<file path="config.mk">
export PLATFORM = sky130hd
export DESIGN_NAME = fdc_bitport
export DESIGN_NICKNAME = d
export VERILOG_FILES = /design/src/rtl/fdc_bitport_pkg.sv /design/src/rtl/fdc_bitport_regs.sv /design/src/rtl/fdc_bitport_mono.sv /design/src/rtl/fdc_bitport_stat.sv /design/src/rtl/fdc_bitport.sv
export SDC_FILE = /design/constraint.sdc
export NUM_CORES = 1
export LEC_CHECK = 0
export ABC_CLOCK_PERIOD_IN_PS = 2350
export BUFFER_PORTS_ARGS = -buffer_cell sky130_fd_sc_hd__buf_2
export CELL_PAD_IN_SITES_DETAIL_PLACEMENT = 1
export CELL_PAD_IN_SITES_GLOBAL_PLACEMENT = 2
export CORE_MARGIN = 2
export CORE_UTILIZATION = 25
export CTS_CLUSTER_DIAMETER = 60
export CTS_CLUSTER_SIZE = 10
export DETAILED_ROUTE_END_ITERATION = 8
export PLACE_DENSITY = 0.7
export SLEW_MARGIN = 10
export SYNTH_ARGS = -nofsm -noshare
export SYNTH_HDL_FRONTEND = slang
export SYNTH_SLANG_ARGS = --single-unit
</file>
<file path="constraint.sdc">
create_clock -name clk -period 2.35 [get_ports clk]
set_input_delay 0.47 -clock clk [delete_from_list [all_inputs] [get_ports clk]]
set_output_delay 0.47 -clock clk [all_outputs]
set_load 0.1 [all_outputs]
</file>
<file path="src/rtl/fdc_bitport_pkg.sv">
package fdc_bitport_pkg;
  localparam int unsigned NBITS = 16;
  localparam int unsigned IDX_W = $clog2(NBITS);

  // bit positions of the window
  localparam int unsigned B_IRQ   = 0;
  localparam int unsigned B_MOTOR = 1;
  localparam int unsigned B_TMO   = 2;
  localparam int unsigned B_DIR   = 3;
  localparam int unsigned B_DACK  = 4;
  localparam int unsigned B_STEP  = 5;
  localparam int unsigned B_TRIG  = 6;
  localparam int unsigned B_CRST  = 7;
  localparam int unsigned B_SEL0  = 8;
  localparam int unsigned B_MAUX  = 12;
  localparam int unsigned B_ARM   = 14;
  localparam int unsigned B_CYL0  = 4;
  localparam int unsigned NDRV    = 4;

  // bits that hold state
  localparam logic [NBITS-1:0] WMASK =
    (NBITS'(1) << B_DIR) | (NBITS'(1) << B_DACK) | (NBITS'(1) << B_STEP) |
    (NBITS'(1) << B_CRST) | (NBITS'(((1 << NDRV) - 1)) << B_SEL0) |
    (NBITS'(1) << B_MAUX) | (NBITS'(1) << B_ARM);
endpackage

</file>
<file path="src/rtl/fdc_bitport_regs.sv">
module fdc_bitport_regs
  import fdc_bitport_pkg::*;
(
  input  logic             clk,
  input  logic             rst_n,
  input  logic             wen,
  input  logic [IDX_W-1:0] idx,
  input  logic             val,
  output logic [NBITS-1:0] q,
  output logic             step_fire,
  output logic             trig_fire
);
  logic [NBITS-1:0] hit;

  for (genvar i = 0; i < NBITS; i++) begin : g_bit
    assign hit[i] = wen && (idx == IDX_W'(i));
    if (WMASK[i]) begin : g_store
      always_ff @(posedge clk) begin
        if (!rst_n)      q[i] <= 1'b0;
        else if (hit[i]) q[i] <= val;
      end
    end else begin : g_none
      assign q[i] = 1'b0;
    end
  end

  // step strobe: registered, one cycle, on 0->1 of the stored step bit
  always_ff @(posedge clk) begin
    if (!rst_n) step_fire <= 1'b0;
    else        step_fire <= hit[B_STEP] && val && !q[B_STEP];
  end

  // timeout trigger acts in the write cycle itself
  assign trig_fire = hit[B_TRIG] && val;
endmodule

</file>
<file path="src/rtl/fdc_bitport_mono.sv">
module fdc_bitport_mono #(
  parameter int unsigned PERIOD = 1000
) (
  input  logic clk,
  input  logic rst_n,
  input  logic trig,
  output logic run
);
  localparam int unsigned CNT_W = $clog2(PERIOD + 1);
  logic [CNT_W-1:0] cnt;

  always_ff @(posedge clk) begin
    if (!rst_n)          cnt <= '0;
    else if (trig)       cnt <= CNT_W'(PERIOD);
    else if (cnt != '0)  cnt <= cnt - 1'b1;
  end

  assign run = (cnt != '0);
endmodule

</file>
<file path="src/rtl/fdc_bitport_stat.sv">
module fdc_bitport_stat
  import fdc_bitport_pkg::*;
(
  input  logic             sel,
  input  logic [IDX_W-1:0] idx,
  input  logic             irq,
  input  logic             motor_run,
  input  logic             tmo_run,
  input  logic [NDRV-1:0]  cyl,
  output logic             tb
);
  logic [NBITS-1:0] vec;

  always_comb begin
    vec          = '0;
    vec[B_IRQ]   = irq;
    vec[B_MOTOR] = motor_run;
    vec[B_TMO]   = tmo_run;
    for (int d = 0; d < int'(NDRV); d++) vec[B_CYL0 + d] = cyl[d];
  end

  assign tb = sel && vec[idx];
endmodule

</file>
<file path="src/rtl/fdc_bitport.sv">
module fdc_bitport
  import fdc_bitport_pkg::*;
#(
  parameter int unsigned MOTOR_CYCLES = 8000000,
  parameter int unsigned TMO_CYCLES   = 4000000
) (
  input  logic             clk,
  input  logic             rst_n,
  input  logic             sel_i,
  input  logic             wr_i,
  input  logic [IDX_W-1:0] idx_i,
  input  logic             wval_i,
  output logic             tb_o,
  input  logic             ctl_irq_i,
  input  logic [NDRV-1:0]  cyl77_i,
  output logic             step_dir_o,
  output logic             step_pulse_o,
  output logic             dack_n_o,
  output logic             ctl_rst_n_o,
  output logic [NDRV-1:0]  drv_sel_o,
  output logic             motor_aux_o,
  output logic             ready_arm_o,
  output logic             motor_on_o
);
  logic [NBITS-1:0] q;
  logic             trig_fire;
  logic             tmo_run;

  fdc_bitport_regs u_regs (
    .clk       (clk),
    .rst_n     (rst_n),
    .wen       (sel_i && wr_i),
    .idx       (idx_i),
    .val       (wval_i),
    .q         (q),
    .step_fire (step_pulse_o),
    .trig_fire (trig_fire)
  );

  fdc_bitport_mono #(.PERIOD(MOTOR_CYCLES)) u_motor (
    .clk   (clk),
    .rst_n (rst_n),
    .trig  (|drv_sel_o),
    .run   (motor_on_o)
  );

  fdc_bitport_mono #(.PERIOD(TMO_CYCLES)) u_tmo (
    .clk   (clk),
    .rst_n (rst_n),
    .trig  (trig_fire),
    .run   (tmo_run)
  );

  fdc_bitport_stat u_stat (
    .sel       (sel_i),
    .idx       (idx_i),
    .irq       (ctl_irq_i),
    .motor_run (motor_on_o),
    .tmo_run   (tmo_run),
    .cyl       (cyl77_i),
    .tb        (tb_o)
  );

  assign step_dir_o  = q[B_DIR];
  assign dack_n_o    = !q[B_DACK];
  assign ctl_rst_n_o = q[B_CRST];
  assign drv_sel_o   = q[B_SEL0 +: NDRV];
  assign motor_aux_o = q[B_MAUX];
  assign ready_arm_o = q[B_ARM];

  // q[B_STEP] is consumed inside u_regs; other unstored bits are constant 0
  logic unused_q;
  assign unused_q = ^{q[B_STEP], q[2:0], q[6], q[13], q[15]};
endmodule

</file>
==> flow_metrics.tcl, run 1 <==
set metrics [dict create \
    p_switching_uw 2860 \
    clk_pin_slew_ns 0.07 \
    comb_power_share_pct 61.8 \
    clock.fmax_mhz 417 \
    worstSetupPathType "flop to primary output" \
    cts_buffers 5 \
    outcome "finished with violations" \
    port_buffers 25 \
    start_util_pct 25.3 \
    drv_slew 0 \
    dp_hpwl_um 5510 \
    power.leakage_uw 0.00133 \
    rows 39 \
    grt-ovfl-total 0 \
    clock-sinks 56 \
    cp.required_ns 1.88 \
    synth_ff_type "dfxtp_1" \
    die_h_um 111 \
    syn_nets 356 \
    critPathCaptureType "primary output" \
    final-setup-viol-count 2 \
    antenna_found_initial 0 \
    synth-warning-count 0 \
    rsz0062_at_grt "true" \
    ant_nets 0 \
    grt.busiest_layer "met2" \
    h-tree-depth 2 \
    gp_congestion 0.786 \
    met1_usage_pct 16.1 \
    grt_start_max_net_pins 17 \
    cp.arrival_ns 1.93 \
    finClkSkew_ns 0.00806 \
    clock_path_buffers 2 \
    pre_cts_slack_ns 0.000703 \
    synth_area_sq_mm 0.00285 \
    use_met3_pct 2.35 \
    post-route-drc-count 0 \
    finalCriticalPeriod_ns 2.40 \
    failed_checks "negative setup slack" \
    track_usage_pct 12.2 \
    wl_per_cell_um 14.0 \
    grt_pass1_wl_um 12700 \
    first_global_vias 2570 \
    synth_seq_cells 56 \
    num_vias 2623 \
    final_nets 401 \
    dieArea_sq_mm 0.0123 \
    drive_above_1_share_pct 23.8 \
    clk_latency_ns 0.29 \
    power.density_mw_per_mm2 1780 \
    power.internal_uw 3450 \
    antenna_cells 0 \
    finalHoldViolations 0 \
    power_uw 6310 \
    synth_edf_count 0 \
    cp_max_fo 5 \
    drt_first_pass_iters 4 \
    core_area_sq_mm 0.0113 \
    p_sw_share_pct 45.3 \
    seqPwrFrac_pct 26.6 \
    vdd_drop_max_mv 0.700 \
    slew_headroom_pct 63.6 \
    finalSetupTns_ns -0.0582 \
    ys_seq_area_share_pct 39.3 \
    avgSynthCellArea_sq_um 8.44 \
    startpoint_type "flop" \
    worst_pin_slew_ns 0.544 \
    synth_cell_types 48 \
    syn2layout_area_growth_pct 24.7 \
    wl_um 7350 \
    cts_tree "built" \
    clockRootBuffer "clkbuf_16" \
    n_fill_cell 1335 \
    hp-class "flop to flop" \
    post_drt_via_cell_ratio 4.99 \
    power_frac_clock_pct 11.5 \
    fin_ws_ns -0.0484 \
    period_share_pct 102 \
    max-cap-violations 0 \
    top_level_ports 26 \
    die_w_um 111 \
    holdWs_ns 0.429 \
    ys_async_sr_fraction_pct 0 \
    synthCells 338 \
    grt_util_met2_pct 20.7 \
    drtIter0Drc 64 \
]
## kinds of logic (layout without fill, tap and decap cells)
family / after synthesis / count (layout) / synth area share, %
AO/OA/AOI/OAI: 61 / 61 / 13.6
buffers and inverters: 26 / 71 / 4.21
adder cells (fa/ha/maj): 4 / 4 / 1.76
flip-flops: 56 / 56 / 39.3
AND/OR/NAND/NOR: 155 / 155 / 29.3
XOR/XNOR: 30 / 30 / 9.21
multiplexers: 6 / 6 / 2.54
## cell usage in the layout (no fill, tap or decap), drive strengths merged, types with 6 or more instances in the layout
cell / instances
buf: 54
inv: 10
dfxtp: 56
xnor2: 16
nor2: 46
nand4: 6
nor4: 16
xor2: 14
nand3: 9
nor3: 17
or4: 8
or3: 15
a21oi: 22
nand2: 14
o21ai: 11
## layout make-up
class,count,area (sq um),share of cell area (%)
clock buffer,5,125,3.52
clock inverter,2,12.5,0.352
inverter,10,37.5,1.06
multi-input combinational,256,1720,48.4
sequential,56,1120,31.6
tap,143,179,5.03
timing repair buffer,54,358,10.1
## power by group through the flow
stage / Combinational (uW) / Sequential (uW) / Clock [uW]
5_1_grt: 4340 / 1750 / 803
3_3_place_gp: 3590 / 1670 / 0
3_5_place_dp: 3660 / 1680 / 0
2_1_floorplan: 2670 / 1610 / 0
6_report: 3900 / 1680 / 728
4_1_cts: 3890 / 1670 / 769
## per-stage QoR
stage               utilization, %  cells  cell area (sq um)
floorplan                        -    338               2910
global placement              29.4    512               3320
detailed placement            29.4    512               3320
CTS                           31.3    526               3530
global route                  31.5    526               3560
finish                        31.5    526               3560
## worst max-delay path, cell delays in order, from the launching register on
cell	delay, ns
dfxtp_2	0.33
inv_2	0.07
ha_4	0.13
or4b_4	0.48
nor2_4	0.14
nand3_4	0.13
nand2_2	0.10
nand3_4	0.08
buf_12	0.17
## routing by layer
metal,wire length [um],up-vias
met5,0,-
met4,70,0
met2,3500,29
li1,-,1316
met1,3630,1272
met3,151,6
## path summary, 6_finish.rpt
path                                                     end                    startpoint  cells past startpoint  slack, ns
worst max-delay path                                    tb_o   u_motor.cnt[0]$_SDFFE_PP0N_                      8      -0.05
worst min-delay path             u_regs.step_fire$_SDFF_PN0_      u_regs.q[5]$_SDFFE_PN0P_                      1       0.43
worst max register to register  u_motor.cnt[22]$_SDFFE_PN0P_  u_motor.cnt[11]$_SDFFE_PP0N_                      5       0.12
worst min register to register   u_regs.step_fire$_SDFF_PN0_      u_regs.q[5]$_SDFFE_PN0P_                      1       0.43
## sequential cells by signal, indices dropped and copies added (netlist names)
register and cells:
u_tmo.cnt 22, u_regs.q 10, u_motor.cnt 23, u_regs.step_fire 1
## cell usage after synthesis, drive strengths merged (8+ instances only)
cell type  instances  area, sq um
dfxtp             56         1120
nor2              46          173
a21oi             22          110
nor3              17         85.1
nor4              16          100
xnor2             16          140
or3               15         95.1
nand2             14         52.6
xor2              14          123
o21ai             11         55.1
clkbuf            10         37.5
inv               10         37.5
nand3              9         45.0
or4                8         67.6
## repair_timing
item                       in CTS  in global routing
pin swaps                       5                  0
cloned                          0                  0
setup buffers                   7                  0
setup endpoints to repair       2                  3
gates resized for setup         7                  6
hold buffers                    0                  0
Power figures use the tool's default switching activity.
==> run 2: changes to the inputs <==
RECOVER_POWER = 100   (was default)
==> run 2 against run 1 <==
Net effect: the run still ends with negative setup slack left; die area did not move; via count down 0.30%; sequential cell count is the same; sequential share of layout area grew 0.45 points; clock skew about the same; worst setup slack better by 0.0074 ns; cell area is 1.4% lower; cell count is the same; combinational power fell by 3%; wire length shrank 0.26%; critical endpoint unchanged; highest routed layer unchanged.
==> flow_metrics.tcl, run 2 (same netlist as run 1, synthesis figures left out) <==
set metrics [dict create \
    track_usage_pct 12.2 \
    antenna_cells 0 \
    core_area_sq_mm 0.0113 \
    dp_hpwl_um 5510 \
    clk_pin_slew_ns 0.07 \
    cts_buffers 5 \
    failed_checks "negative setup slack" \
    num_vias 2615 \
    cp.arrival_ns 1.92 \
    critPathCaptureType "primary output" \
    crit_chain "inv_2, ha_4, or4b_4, nor2_4, nand3_4, nand2_2, nand3_4, buf_12" \
    gp_congestion 0.786 \
    wl_per_cell_um 13.9 \
    antenna_found_initial 0 \
    drv_slew 0 \
    syn2layout_area_growth_pct 22.9 \
    clockRootBuffer "clkbuf_16" \
    finClkSkew_ns 0.00839 \
    final_cell_mix "dfxtp_1 (54), nor2_1 (43), a21oi_1 (22)" \
    slew_headroom_pct 22.6 \
    clock.fmax_mhz 418 \
    holdWs_ns 0.428 \
    finalCriticalPeriod_ns 2.39 \
    grt_pass1_wl_um 12700 \
    hold_depth 1 \
    drive_above_1_share_pct 18.5 \
    dieArea_sq_mm 0.0123 \
    top_level_ports 26 \
    grt_start_max_net_pins 17 \
    startpoint_type "flop" \
    cp_max_fo 5 \
    port_buffers 25 \
    wl_um 7330 \
    worst_pin_slew_ns 1.17 \
    top_regs "u_motor.cnt x23, u_tmo.cnt x22, u_regs.q x10" \
    critical_path.top_delay_family "simple AND/OR/NAND/NOR gates" \
    rsz0062_at_grt "true" \
    post-route-drc-count 0 \
    largest_reg_flops 23 \
    start_util_pct 25.3 \
    r2r_cells 5 \
    clock_path_buffers 2 \
    post_drt_via_cell_ratio 4.97 \
    die_w_um 111 \
    cts_tree "built" \
    die_h_um 111 \
    slowest_delay_ns 0.48 \
    cp_slowest_cell "or4b_4" \
    cpMostUsedCell "nand3_4" \
    finalHoldViolations 0 \
    final_common_cell "dfxtp_1" \
    top_register "u_motor.cnt" \
    period_share_pct 102 \
    outcome "finished with violations" \
    hp-class "flop to flop" \
    h-tree-depth 2 \
    final-setup-viol-count 2 \
    cts_hold_buf 0 \
    fin_ws_ns -0.0409 \
    first_global_vias 2570 \
    drtIter0Drc 62 \
    ant_nets 0 \
    max-cap-violations 0 \
    vdd_drop_max_mv 0.699 \
    worst-path-stages 8 \
    cp.required_ns 1.88 \
    power.density_mw_per_mm2 1770 \
    worstSetupPathType "flop to primary output" \
    final_nets 401 \
    drt_first_pass_iters 4 \
    post-route-util_pct 31.1 \
    path_buf_inv 2 \
    power.leakage_uw 0.00126 \
    grt-ovfl-total 0 \
    clk_latency_ns 0.29 \
    clock-sinks 56 \
    rows 39 \
]
run 2: path summary, 6_finish.rpt:
| check | startpoint | to | slack, ns |
|---|---|---|---|
| worst max register to register | u_motor.cnt[11]$_SDFFE_PP0N_ | u_motor.cnt[22]$_SDFFE_PN0P_ | 0.11 |
| worst max-delay path | u_motor.cnt[0]$_SDFFE_PP0N_ | tb_o | -0.04 |
| worst min register to register | u_regs.q[5]$_SDFFE_PN0P_ | u_regs.step_fire$_SDFF_PN0_ | 0.43 |
| worst min-delay path | u_regs.q[5]$_SDFFE_PN0P_ | u_regs.step_fire$_SDFF_PN0_ | 0.43 |
run 2: stage by stage:
step	instances	setup TNS, ns	total power, uW	setup slack [ns]	area (sq um)
3_5_place_dp	512	0	5340	0.000703	3320
3_3_place_gp	512	0	5260	0.0518	3320
4_1_cts	526	-0.0923	6330	-0.0659	3530
5_1_grt	526	-0.313	6780	-0.138	3510
2_1_floorplan	338	-0.0791	4270	-0.0791	2910
6_report	526	-0.0433	6200	-0.0409	3510
run 2: report_power, final:
part | leakage (uW) | total, uW | switching, uW | internal [uW]
logic | 0.000731 | 3790 | 2140 | 1650
registers | 0.000458 | 1680 | 374 | 1310
clock network | 0.0000657 | 730 | 342 | 388
run 2: what timing repair did:
item	in CTS	in global routing
pin swaps	5	0
endpoints found under the setup margin	2	3
resized for setup	7	6
setup buffers	7	0
run 2: per-layer routing:
metal	GRT usage, %	up-vias	part of all wire, %
met3	2.35	6	2.3
met2	20.7	33	47
li1	-	1318	-
met1	16.1	1258	50
met5	0	-	0
met4	2.75	0	0.95
run 2: area by class of cell:
class / count / area, sq um
clock buffers: 5 / 125
clock inverters: 2 / 12.5
fillers: 1344 / 7770
inverters: 10 / 37.5
multi-input cells: 256 / 1720
flip-flops and latches: 56 / 1120
well taps: 143 / 179
repair buffers: 54 / 308
==> run 3: changes to the inputs <==
PLACE_DENSITY = default   (was 0.7)
PLACE_DENSITY_LB_ADDON = 0.1   (was default)
SETUP_SLACK_MARGIN = 0.1   (was default)
==> run 3 against run 2 <==
Net effect: clock skew shrank 0.0053 ns; the run still ends with negative setup slack left; clock-buffer cell count grew 2; die area is the same; via count grew 0.65%; critical path depth is the same.
==> flow_metrics.tcl, run 3 (same netlist as run 1, synthesis figures left out) <==
set metrics [dict create \
    cp_slowest_cell "or4b_4" \
    top_level_ports 26 \
    cpMostUsedCell "nand3_4" \
    cp_max_fo 3 \
    slowest_delay_ns 0.48 \
    clock_path_buffers 2 \
    clockRootBuffer "clkbuf_16" \
    port_buffers 25 \
    power.leakage_uw 0.00135 \
    wl_um 8190 \
    final_cell_mix "dfxtp_1 (52), nor2_1 (43), buf_4 (30)" \
    finClkSkew_ns 0.00313 \
    hp-class "input pin to flop" \
    drt_first_pass_iters 4 \
    finalCriticalPeriod_ns 2.38 \
    gp_congestion 0.736 \
    cts_hold_buf 0 \
    max-cap-violations 0 \
    grt_start_max_net_pins 17 \
    top_register "u_motor.cnt" \
    first_global_vias 2731 \
    top_regs "u_motor.cnt x23, u_tmo.cnt x22, u_regs.q x10" \
    cp.arrival_ns 1.91 \
    ant_nets 0 \
    drtIter0Drc 97 \
    antenna_found_initial 0 \
    crit_chain "inv_2, ha_4, or4b_4, nor2_4, nand3_4, nand2_2, nand3_4, buf_12" \
    grt_pass1_wl_um 13900 \
    critPathCaptureType "primary output" \
    drive_above_1_share_pct 22.4 \
    die_w_um 111 \
    fin_ws_ns -0.0287 \
    dp_hpwl_um 5910 \
    cp.required_ns 1.88 \
    period_share_pct 101 \
    outcome "finished with violations" \
    finalHoldViolations 0 \
    worstSetupPathType "flop to primary output" \
    track_usage_pct 14.0 \
    h-tree-depth 2 \
    clk_pin_slew_ns 0.07 \
    syn2layout_area_growth_pct 29.4 \
    startpoint_type "flop" \
    worst_pin_slew_ns 1.19 \
    start_util_pct 25.3 \
    n_fill_cell 1336 \
    clock-sinks 56 \
    final_common_cell "dfxtp_1" \
    finalSetupTns_ns -0.0287 \
    core_area_sq_mm 0.0113 \
    drv_slew 0 \
    final_nets 410 \
    post-route-drc-count 0 \
    grt-ovfl-total 0 \
    cts_tree "built" \
    power.density_mw_per_mm2 1840 \
    final_cells 536 \
    placed_cells 518 \
    antenna_cells 0 \
    post_drt_via_cell_ratio 4.91 \
    slew_headroom_pct 21.2 \
    rsz0062_at_grt "true" \
    failed_checks "negative setup slack" \
    rows 39 \
    largest_reg_flops 23 \
    die_h_um 111 \
    vdd_drop_max_mv 0.669 \
    num_vias 2632 \
    dieArea_sq_mm 0.0123 \
    final-setup-viol-count 1 \
    cts_buffers 5 \
    clk_latency_ns 0.31 \
    clock.fmax_mhz 420 \
    wl_per_cell_um 15.3 \
]
## run 3: changes by cell type in the layout (fill, tap and decap cells not counted), sizes merged
cell / delta
clkbuf: -2
clkinvlp: -1
bufinv: +1
clkinv: -1
buf: +13
## run 3: critical path, delay by kind of cell (launching register included)
family | cells | cell delay (ns)
adder cells (fa/ha/maj) | 1 | 0.13
buffers and inverters | 2 | 0.24
flip-flops | 1 | 0.33
AND/OR/NAND/NOR | 5 | 0.89
## run 3: final timing paths
kind / start / endpoint / slack, ns / depth (start not counted)
min: rst_n / u_motor.cnt[17]$_SDFFE_PN0P_ / 0.43 / 2
min reg2reg: u_regs.q[5]$_SDFFE_PN0P_ / u_regs.step_fire$_SDFF_PN0_ / 0.45 / 1
max reg2reg: u_motor.cnt[10]$_SDFFE_PP0N_ / u_motor.cnt[17]$_SDFFE_PN0P_ / 0.10 / 4
max: u_motor.cnt[1]$_SDFFE_PP0N_ / tb_o / -0.03 / 8
## run 3: repair_timing
action / in CTS / in global routing
gates resized for setup: 15 / 14
setup buffers: 8 / 2
pin swaps: 6 / 6
setup endpoints to repair: 3 / 10
## run 3: metal layers
layer | vias up | part of all wire (%) | track usage, %
li1 | 1335 | - | -
met1 | 1271 | 48 | 17.8
met2 | 17 | 49 | 23.4
met3 | 9 | 2.0 | 2.95
met4 | 0 | 1.5 | 5.00
met5 | - | 0 | 0
## run 3: cell type report
class	instances	area, sq um	area share [%]
Clock inverter	1	30.0	0.814
Sequential cell	56	1130	30.5
Multi-Input combinational cell	256	1750	47.3
Inverter	10	37.5	1.02
Tap cell	143	179	4.85
Timing Repair Buffer	63	419	11.4
Clock buffer	7	153	4.14
## run 3: through the flow
stage	setup slack [ns]	total power (uW)	hold WS, ns	cell area [sq um]	util (%)
3_3_place_gp	0.0375	5490	0.428	3380	30.0
4_1_cts	-0.0440	6830	0.436	3670	32.6
6_report	-0.0287	6800	0.434	3690	32.7
2_1_floorplan	-0.0791	4270	0.393	2910	-
3_5_place_dp	-0.000311	5510	0.428	3380	30.0
5_1_grt	-0.0935	7400	0.445	3690	32.7
## run 3: power breakdown
part | internal, uW | switching, uW | leakage, uW
registers | 1310 | 363 | 0.000459
clock network | 563 | 382 | 0.0000901
logic | 1910 | 2280 | 0.000806
total | 3780 | 3020 | 0.00135
